[src/rtl/irq_agg_pkg.sv]
package irq_agg_pkg;
  localparam int DATA_W = 32;
  localparam int ADDR_W = 5;
  localparam int NGRP   = 4;

  localparam int GRP_TOP  = 0;
  localparam int GRP_CORE = 1;
  localparam int GRP_DMA  = 2;
  localparam int GRP_GPIO = 3;

  localparam logic [1:0] SEL_SET  = 2'd1;
  localparam logic [1:0] SEL_CLR  = 2'd2;
  localparam logic [1:0] SEL_MASK = 2'd3;

  localparam logic [ADDR_W-1:0] ADDR_CFG = 5'h10;

  localparam int BIT_CORE_RX = 8;
  localparam int BIT_CORE_TX = 9;
  localparam int BIT_DMA     = 24;
  localparam int POL_BIT     = 17;

  localparam logic [DATA_W-1:0] SUMMARY_BITS =
    (DATA_W'(1) << BIT_CORE_RX) | (DATA_W'(1) << BIT_CORE_TX) | (DATA_W'(1) << BIT_DMA);
endpackage

[src/rtl/irq_group.sv]
module irq_group #(
  parameter int               W        = 32,
  parameter logic [W-1:0]     MASK_RST = '0
) (
  input  logic         clk,
  input  logic         rst_n,
  input  logic         set_we,
  input  logic         clr_we,
  input  logic         mask_we,
  input  logic [W-1:0] wdata,
  input  logic [W-1:0] hw_set,
  input  logic [W-1:0] hw_clr,
  output logic [W-1:0] pend,
  output logic [W-1:0] mask
);
  logic [W-1:0] pend_d, mask_d;
  logic [W-1:0] sw_set, sw_clr;
  logic         pend_en;

  always_comb begin
    sw_set  = set_we ? wdata : '0;
    sw_clr  = clr_we ? wdata : '0;
    pend_d  = (((pend | sw_set) & ~sw_clr) | hw_set) & ~hw_clr;
    pend_en = set_we | clr_we | (|hw_set) | (|hw_clr);
    mask_d  = wdata;
  end

  always_ff @(posedge clk or negedge rst_n) begin
    if (!rst_n) begin
      pend <= '0;
      mask <= MASK_RST;
    end else begin
      if (pend_en) pend <= pend_d;
      if (mask_we) mask <= mask_d;
    end
  end
endmodule

[src/rtl/irq_evt_edge.sv]
module irq_evt_edge #(
  parameter int N = 8,
  parameter int W = 32
) (
  input  logic         clk,
  input  logic         rst_n,
  input  logic [N-1:0] evt,
  output logic [W-1:0] rise_bits,
  output logic [W-1:0] fall_bits
);
  logic [N-1:0] evt_q;

  always_comb begin
    rise_bits = W'(evt & ~evt_q);
    fall_bits = W'(~evt & evt_q);
  end

  always_ff @(posedge clk or negedge rst_n) begin
    if (!rst_n) evt_q <= '0;
    else        evt_q <= evt;
  end
endmodule

[src/rtl/irq_pwr_gate.sv]
module irq_pwr_gate #(
  parameter int PWR_DLY = 1000
) (
  input  logic clk,
  input  logic rst_n,
  input  logic power_on,
  output logic gate
);
  localparam int CNT_W = $clog2(PWR_DLY + 1);
  localparam logic [CNT_W-1:0] CNT_LOAD = CNT_W'(PWR_DLY);
  localparam logic [CNT_W-1:0] CNT_ONE  = CNT_W'(1);

  logic             pwr_q, busy, gate_d, busy_d;
  logic [CNT_W-1:0] cnt, cnt_d;
  logic             rise;

  always_comb begin
    rise   = power_on & ~pwr_q;
    gate_d = gate;
    busy_d = busy;
    cnt_d  = cnt;
    if (rise) begin
      gate_d = 1'b0;
      busy_d = 1'b1;
      cnt_d  = CNT_LOAD;
    end else if (busy && !power_on) begin
      busy_d = 1'b0;
    end else if (busy) begin
      if (cnt == CNT_ONE) begin
        gate_d = 1'b1;
        busy_d = 1'b0;
      end else begin
        cnt_d = cnt - CNT_ONE;
      end
    end
  end

  always_ff @(posedge clk or negedge rst_n) begin
    if (!rst_n) begin
      pwr_q <= 1'b0;
      gate  <= 1'b0;
      busy  <= 1'b0;
      cnt   <= '0;
    end else begin
      pwr_q <= power_on;
      gate  <= gate_d;
      busy  <= busy_d;
      cnt   <= cnt_d;
    end
  end
endmodule

[src/rtl/irq_aggregator.sv]
module irq_aggregator
  import irq_agg_pkg::*;
#(
  parameter int PWR_DLY    = 1000,
  parameter int CORE_EVT_N = 8
) (
  input  logic                  clk,
  input  logic                  rst_n,
  input  logic                  bus_we,
  input  logic [ADDR_W-1:0]     bus_addr,
  input  logic [DATA_W-1:0]     bus_wdata,
  output logic [DATA_W-1:0]     bus_rdata,
  input  logic                  power_on,
  input  logic [CORE_EVT_N-1:0] core_evt,
  output logic                  host_irq
);
  localparam int HALF = DATA_W / 2;

  logic              is_grp;
  logic [1:0]        grp_sel, reg_sel;
  logic [NGRP-1:0]   set_we, clr_we, mask_we;
  logic              cfg_we;
  logic [DATA_W-1:0] pend_a [NGRP];
  logic [DATA_W-1:0] mask_a [NGRP];
  logic [DATA_W-1:0] hws_a  [NGRP];
  logic [DATA_W-1:0] hwc_a  [NGRP];
  logic [DATA_W-1:0] evt_rise, evt_fall;
  logic [DATA_W-1:0] cfg_q;
  logic [DATA_W-1:0] top_pend, top_mask, top_un, core_un, dma_pend, dma_un;
  logic              gate, cfg_pol, irq_d;

  always_comb begin
    is_grp  = ~bus_addr[4];
    grp_sel = bus_addr[3:2];
    reg_sel = bus_addr[1:0];
    cfg_we  = bus_we & (bus_addr == ADDR_CFG);
    for (int g = 0; g < NGRP; g++) begin
      set_we[g]  = bus_we & is_grp & (grp_sel == 2'(g)) & (reg_sel == SEL_SET);
      clr_we[g]  = bus_we & is_grp & (grp_sel == 2'(g)) & (reg_sel == SEL_CLR);
      mask_we[g] = bus_we & is_grp & (grp_sel == 2'(g)) & (reg_sel == SEL_MASK);
    end
  end

  irq_evt_edge #(.N(CORE_EVT_N), .W(DATA_W)) u_edge (
    .clk      (clk),
    .rst_n    (rst_n),
    .evt      (core_evt),
    .rise_bits(evt_rise),
    .fall_bits(evt_fall)
  );

  for (genvar g = 0; g < NGRP; g++) begin : g_grp
    assign hws_a[g] = (g == GRP_TOP) ? evt_rise : '0;
    assign hwc_a[g] = (g == GRP_TOP) ? evt_fall : '0;
    irq_group #(
      .W       (DATA_W),
      .MASK_RST((g == GRP_TOP) ? {DATA_W{1'b1}} : {DATA_W{1'b0}})
    ) u_grp (
      .clk    (clk),
      .rst_n  (rst_n),
      .set_we (set_we[g]),
      .clr_we (clr_we[g]),
      .mask_we(mask_we[g]),
      .wdata  (bus_wdata),
      .hw_set (hws_a[g]),
      .hw_clr (hwc_a[g]),
      .pend   (pend_a[g]),
      .mask   (mask_a[g])
    );
  end

  irq_pwr_gate #(.PWR_DLY(PWR_DLY)) u_pwr (
    .clk     (clk),
    .rst_n   (rst_n),
    .power_on(power_on),
    .gate    (gate)
  );

  // summary folding of the sub-groups into the top-level word
  always_comb begin
    core_un  = pend_a[GRP_CORE] & ~mask_a[GRP_CORE];
    dma_pend = pend_a[GRP_DMA];
    dma_un   = dma_pend & ~mask_a[GRP_DMA];
    top_pend = pend_a[GRP_TOP] & ~SUMMARY_BITS;
    top_pend[BIT_CORE_TX] = |core_un[HALF-1:0];
    top_pend[BIT_CORE_RX] = |core_un[DATA_W-1:HALF];
    top_pend[BIT_DMA]     = |dma_un;
    top_mask = mask_a[GRP_TOP];
    top_un   = top_pend & ~top_mask;
    cfg_pol  = cfg_q[POL_BIT];
    irq_d    = gate & (cfg_pol ? (|top_un) : ~(|top_un));
  end

  always_comb begin
    bus_rdata = '0;
    if (bus_addr == ADDR_CFG) begin
      bus_rdata = cfg_q;
    end else if (is_grp) begin
      if (reg_sel == SEL_MASK)
        bus_rdata = mask_a[grp_sel];
      else if (grp_sel == 2'(GRP_TOP))
        bus_rdata = top_pend;
      else
        bus_rdata = pend_a[grp_sel];
    end
  end

  always_ff @(posedge clk or negedge rst_n) begin
    if (!rst_n) begin
      cfg_q    <= '0;
      host_irq <= 1'b0;
    end else begin
      if (cfg_we) cfg_q <= bus_wdata;
      host_irq <= irq_d;
    end
  end
endmodule

[config.mk]
export PLATFORM = sky130hd
export DESIGN_NAME = irq_aggregator
export DESIGN_NICKNAME = d
export VERILOG_FILES = /design/src/rtl/irq_agg_pkg.sv /design/src/rtl/irq_group.sv /design/src/rtl/irq_evt_edge.sv /design/src/rtl/irq_pwr_gate.sv /design/src/rtl/irq_aggregator.sv
export SDC_FILE = /design/constraint.sdc
export NUM_CORES = 1
export LEC_CHECK = 0
export BUFFER_PORTS_ARGS = -buffer_cell sky130_fd_sc_hd__buf_4
export CORE_UTILIZATION = 45
export DETAILED_ROUTE_END_ITERATION = 7
export HOLD_SLACK_MARGIN = 0.02
export SLEW_MARGIN = 5
export SYNTH_ARGS = -nofsm -noshare
export SYNTH_HDL_FRONTEND = slang
export SYNTH_HIERARCHICAL = 1
export SYNTH_SLANG_ARGS = --single-unit
[constraint.sdc]
create_clock -name clk -period 1.7 [get_ports clk]
set_clock_uncertainty 0.1 [all_clocks]
set_input_delay 0.17 -clock clk [delete_from_list [all_inputs] [get_ports clk]]
set_output_delay 0.17 -clock clk [all_outputs]
set_load 0.01 [all_outputs]
======== Word level (Yosys, flattened, before mapping) ========
Cells that the tools add are included.
storage, ports and cells
  output and inout bits ................... 33
  bits in registers ....................... 310
  bits of input ports ..................... 49
cells by class
  eq/ne operators ......................... 10
  $lt $le $gt $ge ......................... 1
  multiplexer cells ....................... 31
  bitwise logic cells ..................... 55
  reduce and logical (&&, ||, !) cells .... 13
  add/sub/neg operators ................... 1
operators with widths
  kind                                                                     number
  32-bit 2-to-1 mux                                                        16
  32-bit bitwise AND                                                       8
  32-bit inverter                                                          8
  32-bit bitwise OR                                                        5
  32-bit binary-select mux with 2-bit select                               2
  32-bit OR reduction                                                      4
  8-bit inverter with 32-bit output                                        2
  10-bit 2-to-1 mux                                                        4
  32-bit by 8-bit bitwise AND with 32-bit output                           1
  8-bit by 32-bit bitwise AND with 32-bit output                           1
  16-bit OR reduction                                                      2
  1-bit bitwise AND                                                        20
  10-bit by 1-bit equality test with 1-bit output (second input constant)  1
  10-bit by 1-bit subtractor with 10-bit output (second input constant)    1
  1-bit 2-to-1 mux                                                         9
  2-bit equality test (second input constant)                              4
  1-bit bitwise OR                                                         6
  3-bit AND reduction                                                      2
  5-bit equality test (second input constant)                              1
  2-bit by 1-bit equality test with 1-bit output (second input constant)   2
  2-bit by 1-bit != test with 1-bit output (second input constant)         2
  2-bit nonzero test                                                       2
  3-bit >= comparator (second input constant)                              1
  1-bit inverter                                                           3
  4 further kinds                                                          4

======== Depth between registers and ports, before layout ========
Gate-level depths: netlist of run 1.
  word-level depth ........................ 9
  gate-level depth with buffers ........... 8
  mapped depth without buffers ............ 6

======== Hierarchy ========
The synthesis of run 1 kept the hierarchy.
by module, submodules not included
  module                          cells each  area each (µm²)  instances
  irq_group (g_grp[1].u_grp ...)  202         3027.9           3
  irq_aggregator                  439         4341.7           1
  irq_group (g_grp[0].u_grp)      202         3067.9           1
  irq_evt_edge                    73          704.4            1
  irq_pwr_gate                    62          643.1            1

======== Worst setup path after synthesis of run 1 ========
Ideal clock, no wire load.
  path type ............................... input to register
  from .................................... in bus_addr[2]
  to ...................................... reg g_grp[2].u_grp.pend[0]
  data arrival time ....................... 1.630 ns
  buffers on the path ..................... 4
  stages on the path ...................... 8
  library setup time ...................... 0.095 ns
  slack ................................... -0.125 ns
  path through ............................ buf_4 > buf_4 > buf_4 > nand3b_1 > nor2_1 > buf_6 > a211oi_2 > a311oi_2
on the way
  longest elaborated chain between the ends .. 6
  elaborated cells between the ends (all ways) .. 10
  classes of those cells .................. eq/ne: 1; mux: 2; bitwise: 7
RTL lines
  what                               RTL line              text
  start: declaration                 irq_aggregator.sv:10  input logic [ADDR_W-1:0] bus_addr,
  2-bit equality test *              irq_aggregator.sv:38  set_we[g] = bus_we & is_grp & (grp_sel == 2'(g)) & (reg_sel == SEL_SET);
  1-bit bitwise AND * (2 in series)  irq_aggregator.sv:38
  via set_we[2]                      irq_aggregator.sv:21  logic [NGRP-1:0] set_we, clr_we, mask_we;
  32-bit 2-to-1 mux                  irq_group.sv:21       sw_set = set_we ? wdata : '0;
  32-bit bitwise OR                  irq_group.sv:23       pend_d = (((pend | sw_set) & ~sw_clr) | hw_set) & ~hw_clr;
  32-bit bitwise AND                 irq_group.sv:23
  end signal: assignment             irq_group.sv:33       if (pend_en) pend <= pend_d;
  end: declaration                   irq_group.sv:13       output logic [W-1:0] pend,
The timed path passes the listed nets; every way through them passes the cells marked *.
A chain may end at the register's enable or synchronous reset.

======== Worst setup path in the final report of run 1 ========
  from .................................... reg g_grp[2].u_grp.pend[12]
  to ...................................... out bus_rdata[24]
on the way
  longest elaborated chain between the ends .. 6
RTL lines
  what                 RTL line               text
  32-bit bitwise AND   irq_aggregator.sv:83   dma_un = dma_pend & ~mask_a[GRP_DMA];
  32-bit OR reduction  irq_aggregator.sv:87   top_pend[BIT_DMA] = |dma_un;
  32-bit 2-to-1 mux    irq_aggregator.sv:101  else if (grp_sel == 2'(GRP_TOP))
  32-bit 2-to-1 mux    irq_aggregator.sv:99   if (reg_sel == SEL_MASK)
  32-bit 2-to-1 mux    irq_aggregator.sv:98   end else if (is_grp) begin
  32-bit 2-to-1 mux    irq_aggregator.sv:96   if (bus_addr == ADDR_CFG) begin
  end: declaration     irq_aggregator.sv:12   output logic [DATA_W-1:0] bus_rdata,
No other way between the ends.

==> results of run 1 <==
[worst max path at each step]
stage	startpoint	to	slack, ps	cells after the start
6_report	g_grp[2].u_grp/pend[12]	bus_rdata[24]	-880	8
5_1_grt	g_grp[1].u_grp/mask[18]	bus_rdata[8]	-960	9
4_1_cts	g_grp[1].u_grp/pend[21]	bus_rdata[8]	-870	9
3_5_place_dp	g_grp[1].u_grp/pend[28]	bus_rdata[8]	-560	9
3_3_place_gp	g_grp[1].u_grp/pend[20]	bus_rdata[8]	-550	9
2_1_floorplan	bus_addr[2]	g_grp[2].u_grp/mask[2]	0.3	8
[power breakdown]
group	total (µW)	switching, µW	internal (µW)
combinational	5090	2300	2800
clock	8000	3170	4820
sequential	9180	741	8430
[per-layer routing]
| metal | share of wire, % | GRT usage [%] | vias up |
|---|---|---|---|
| li1 | - | - | 6115 |
| met1 | 46 | 39.2 | 6691 |
| met2 | 47 | 44.4 | 280 |
| met3 | 4.3 | 4.37 | 90 |
| met4 | 3.4 | 10.4 | 0 |
| met5 | 0 | 0 | - |
[cell type report]
cell class	instances	area (µm²)	area share, %
Sequential cell	307	7720	31.9
Antenna cell	1	2.50	0.0103
Timing Repair Buffer	415	3860	15.9
Multi-Input combinational cell	1078	10000	41.4
Tap cell	518	648	2.68
Clock inverter	4	20.0	0.0826
Inverter	196	736	3.04
Clock buffer	63	1210	4.99
[stage by stage]
step / power (µW) / instance area [µm²]
3_5_place_dp: 13800 / 21900
3_3_place_gp: 13700 / 21900
2_1_floorplan: 11500 / 18900
5_1_grt: 23200 / 24200
4_1_cts: 22300 / 24000
6_report: 22300 / 24200
[sequential cells by signal, summed over array words and instances (netlist names)]
register / count
host_irq: 1
u_edge/evt_q: 8
g_grp.u_grp/mask: 128
cfg_q: 32
u_pwr/cnt: 10
u_pwr/gate: 1
u_pwr/busy: 1
u_pwr/pwr_q: 1
g_grp.u_grp/pend: 125
[repair_timing]
action / in CTS / in global routing
cloned: 0 / 0
hold endpoints to repair: 587 / 0
hold buffers: 42 / 0
setup endpoints to repair: 38 / 43
buffers inserted: 18 / 15
pin swaps: 20 / 27
gates resized for setup: 107 / 43
==> impl_metrics.tcl, run 1 <==
set metrics [dict create \
    outcome "finished with violations" \
    violations "setup timing" \
    die_h_um 200 \
    synthesis.area_um2 17600 \
    grt_overflow 0 \
    vias 13200 \
    crit_path_frequent_cell "buf_4" \
    r2r_cells 7 \
    worst_slack_ps -876 \
    antenna_found_initial 1 \
    worst-path-max-fanout 2 \
    cp_slowest_stage_delay_ps 370 \
    crit_family "compound AO/OA/AOI/OAI gates" \
    setup.worst_path.start_class "flip-flop" \
    finalSetupViolations 37 \
    cts_made_buffers 38 \
    worst_path_max_delay_cell "dfrtp_1" \
    max_slew_margin_pct 65.6 \
    syn_to_final_growth_pct 37.4 \
    path_cells "inv_2, o22ai_1, nor4_2, nand4_1, a221oi_2, buf_4, o31ai_1, buf_4" \
    syn_area_per_cell_um2 12.9 \
    core_area_um2 38600 \
    die_w_um 200 \
    cts.reportedPaths.clkPinSlew_ps 60 \
    final_common_cell "conb_1" \
    reg2reg_from "g_grp[2].u_grp/pend[10]" \
    synth_warnings 6 \
    critPathArrivalTime_ps 2310 \
    irDropWorstVdd_mv 0.687 \
    tns_ps -18670 \
    hold_viol 0 \
    dp_hpwl_um 38300 \
    dp.cells 2453 \
    fillers 3079 \
    dieArea_um2 40000 \
    cts_root_buffer "clkbuf_16" \
    slew_violations 0 \
    rsz0062_at_grt "yes" \
    cts_tree "built" \
    fin_crit_ps 2580 \
    rows 72 \
    pin_count 82 \
    syn_inst 1364 \
    grt_max_degree 59 \
    fmax_mhz 388 \
    drt-vias-per-instance 5.10 \
    worstReg2RegEnd "host_irq" \
    worst_pin_slew_ps 515 \
    clock_path_buffers 3 \
    cts_sinks 307 \
    r2r_slack_ps -300 \
    finalCritPeriodShare_pct 152 \
    postLayoutCoreUtil_pct 62.7 \
    finalWirelength_um 54000 \
    drive_gt1_share_pct 46.0 \
    grt_usage_pct 28.1 \
    drtIter0Drc 696 \
    worst_ep_required_time_ps 1430 \
    max-cap-violations 0 \
    final_cell_mix "conb_1, buf_4, dfrtp_1" \
    drc 0 \
    end_kind "primary output" \
    wire_per_inst_um 20.9 \
    fin_cells 2582 \
    first_pass_iters 4 \
    clk_latency_ps 550 \
    p_leak_uw 0.0104 \
    antenna_left 0 \
    grt_first_pass_wirelength_um 82300 \
    worstSetupPathType "reg2out" \
    portBuffers 81 \
    holdWs_ps 21.6 \
    cts-htree-levels 2 \
    start_util_pct 45.6 \
    gp_congestion 0.884 \
    power.density_nw_per_um2 919 \
    crit_buf_inv 3 \
    nNetsFinal 2087 \
    grt_pass1_vias 13500 \
    holdCritPathClass "in2async" \
    pre_cts_slack_ps -559 \
]
Power figures use the tool's default switching activity.
==> run 2: changes to the inputs <==
--- a/config.mk
+++ b/config.mk
@@ -7,2 +7,3 @@
 export LEC_CHECK = 0
+export ABC_AREA = 1
 export BUFFER_PORTS_ARGS = -buffer_cell sky130_fd_sc_hd__buf_4
==> constraint.sdc (replaced) <==
create_clock -name clk -period 1.7 [get_ports clk]
set_clock_uncertainty 0.1 [all_clocks]
set_input_delay 0.255 -clock clk [delete_from_list [all_inputs] [get_ports clk]]
set_output_delay 0.255 -clock clk [all_outputs]
set_load 0.01 [all_outputs]
==> run 2 against run 1 <==
  * The run still ends with setup timing left
  * Non-clock buffer count up 43
  * Highest routed layer unchanged
  * Critical path depth grew 3
  * Sequential share of layout area decreased by 1.5 points
  * Global-route usage barely moved
  * First-iteration DRC count is 38% higher
  * Clock power down 3.9%
  * Utilization is 0.80 points higher
  * Sequential power up 0.8%
  * Count of clock-buffer cells in the layout shrank 1
  * Die area up 4.6%
  * Wire length is 6.1% higher
==> impl_metrics.tcl, run 2 <==
set metrics [dict create \
    outcome "finished with violations" \
    violations "setup timing" \
    dieArea_um2 41800 \
    slew_violations 0 \
    cp_slowest_stage_delay_ps 350 \
    vias 16500 \
    power.density_nw_per_um2 913 \
    nNetsFinal 2941 \
    grt_first_pass_wirelength_um 90200 \
    cts-htree-levels 2 \
    syn_inst 2288 \
    critPathArrivalTime_ps 2010 \
    drive_gt1_share_pct 35.9 \
    dp_hpwl_um 38500 \
    pin_count 82 \
    internal_power_uw 16300 \
    combPwrFrac_pct 27.1 \
    min-delay-start "core_evt[6]" \
    syn_area_per_cell_um2 8.06 \
    fmax_mhz 423 \
    min_to "u_edge/evt_q[6]" \
    final_common_cell "nand2_1" \
    holdCritPathClass "in2reg" \
    r2r_cells 15 \
    grt_overflow 0 \
    hold_viol 0 \
    crit_cells 11 \
    path_cells "inv_2, nand2_1, nand2_1, nor2_2, nand2_2, nor2_4, a21oi_2, o21ai_2, buf_4, nand2_2, buf_6" \
    worstSetupPathType "reg2out" \
    wire_per_inst_um 16.6 \
    largest_reg_flops 128 \
    rsz0062_at_grt "yes" \
    setup.worst_path.start_class "flip-flop" \
    worst_pin_slew_ps 536 \
    clk_latency_ps 550 \
    crit_family "simple AND/OR/NAND/NOR gates" \
    clock_path_buffers 3 \
    finalCritPeriodShare_pct 139 \
    clkPwrFrac_pct 33.1 \
    syn_to_final_growth_pct 38.0 \
    seqPwrFrac_pct 39.8 \
    die_h_um 204 \
    gp_congestion 0.918 \
    power.share.switching_pct 30.1 \
    p_leak_uw 0.0123 \
    reg2reg_from "g_grp[0].u_grp/mask[5]" \
    core_area_um2 40100 \
    synthesis.area_um2 18400 \
    fin_crit_ps 2370 \
    drc 0 \
    start_util_pct 46.0 \
    antenna_found_initial 1 \
    irDropWorstVdd_mv 0.793 \
    switching_power_uw 6990 \
    drtIter0Drc 961 \
    max-cap-violations 0 \
    cts_root_buffer "clkbuf_16" \
    r2r_slack_ps -230 \
    cts_tree "built" \
    cts.reportedPaths.clkPinSlew_ps 60 \
    grt_max_degree 57 \
    grt_pass1_vias 16800 \
    fillers 3361 \
    first_pass_iters 5 \
    die_w_um 204 \
    portBuffers 81 \
    tns_ps -13940 \
    max_slew_margin_pct 64.2 \
    finalSetupViolations 33 \
    worst_slack_ps -665 \
    final_cell_mix "nand2_1, buf_4, dfrtp_1" \
    synth_warnings 6 \
    drt-vias-per-instance 4.78 \
    crit_buf_inv 3 \
    worst-path-max-fanout 2 \
    whs_path_depth 2 \
    finalPower_uw 23200 \
    rows 73 \
    end_kind "primary output" \
    finalWirelength_um 57300 \
    largest_register "g_grp.u_grp/mask" \
    cts_sinks 307 \
    worstReg2RegEnd "host_irq" \
    worst_path_max_delay_cell "dfrtp_1" \
    grt_usage_pct 28.1 \
    reg_top3 "g_grp.u_grp/mask x128, g_grp.u_grp/pend x125, cfg_q x32" \
    antenna_left 0 \
    holdWs_ps 268 \
    worst_ep_required_time_ps 1340 \
    cts_made_buffers 37 \
]
==> run 2: how the worst max path moves through the flow <==
stage	startpoint	endpoint	slack (ps)
floorplan	bus_addr[3]	g_grp[3].u_grp/mask[11]	-3
global placement	g_grp[2].u_grp/mask[7]	bus_rdata[24]	-400
detailed placement	bus_addr[3]	bus_rdata[3]	-440
CTS	g_grp[2].u_grp/mask[23]	bus_rdata[24]	-760
global route	g_grp[1].u_grp/mask[4]	bus_rdata[9]	-760
finish	g_grp[2].u_grp/mask[0]	bus_rdata[24]	-670
==> run 2: repair_timing <==
item / CTS / global route
hold buffers: 44 / 0
resized for setup: 233 / 106
setup buffers: 31 / 30
setup endpoints to repair: 33 / 34
pin swaps: 126 / 115
endpoints found under the hold margin: 570 / 0
==> run 2: cell type report <==
class                      count  area, µm²  share of cell area [%]
clock buffer                  62       1120                    4.41
inverter                     392       1470                    5.79
sequential                   307       7720                    30.3
timing repair buffer         458       4330                    17.0
antenna                        1       2.50                 0.00983
multi-input combinational   1694      10100                    39.7
clock inverter                 6       33.8                   0.133
tap                          525        657                    2.58
==> run 2: through the flow <==
stage	worst slack, ps	area (µm²)	util, %	std cells
after detailed placement	-436	22500	56.2	3293
after global routing	-759	25500	63.5	3445
after CTS	-764	25000	62.3	3425
after floorplan	-3.49	19400	-	2520
final	-665	25500	63.5	3445
after global placement	-404	22500	56.2	3293
==> run 2: power groups by stage <==
stage / combinational, µW / sequential [µW] / clock [µW]
global route: 6910 / 9360 / 8100
floorplan: 3090 / 9130 / 0
CTS: 5940 / 9210 / 7860
detailed placement: 5250 / 9270 / 0
global placement: 5130 / 9250 / 0
finish: 6310 / 9250 / 7690
==> run 2: worst register-to-register path: stages (launching register included) <==
cell and delay, ps:
dfstp_2 530, inv_2 40, buf_6 100, buf_6 110
nand2_4 50, nand2_4 70, nor2_4 110, nand2_2 60
inv_2 60, nand2_2 50, nor2_2 110, nand3_1 70
nor2_1 100, nor2_1 50, nor2_1 110, buf_4 130
==> run 2: per-layer routing <==
metal	global-route usage (%)	share of wire, %	vias to the layer above
met5	0	0	-
met4	10.2	3.3	0
met3	3.56	4.6	110
met2	47.2	47	397
met1	37.0	45	7925
li1	-	-	8040
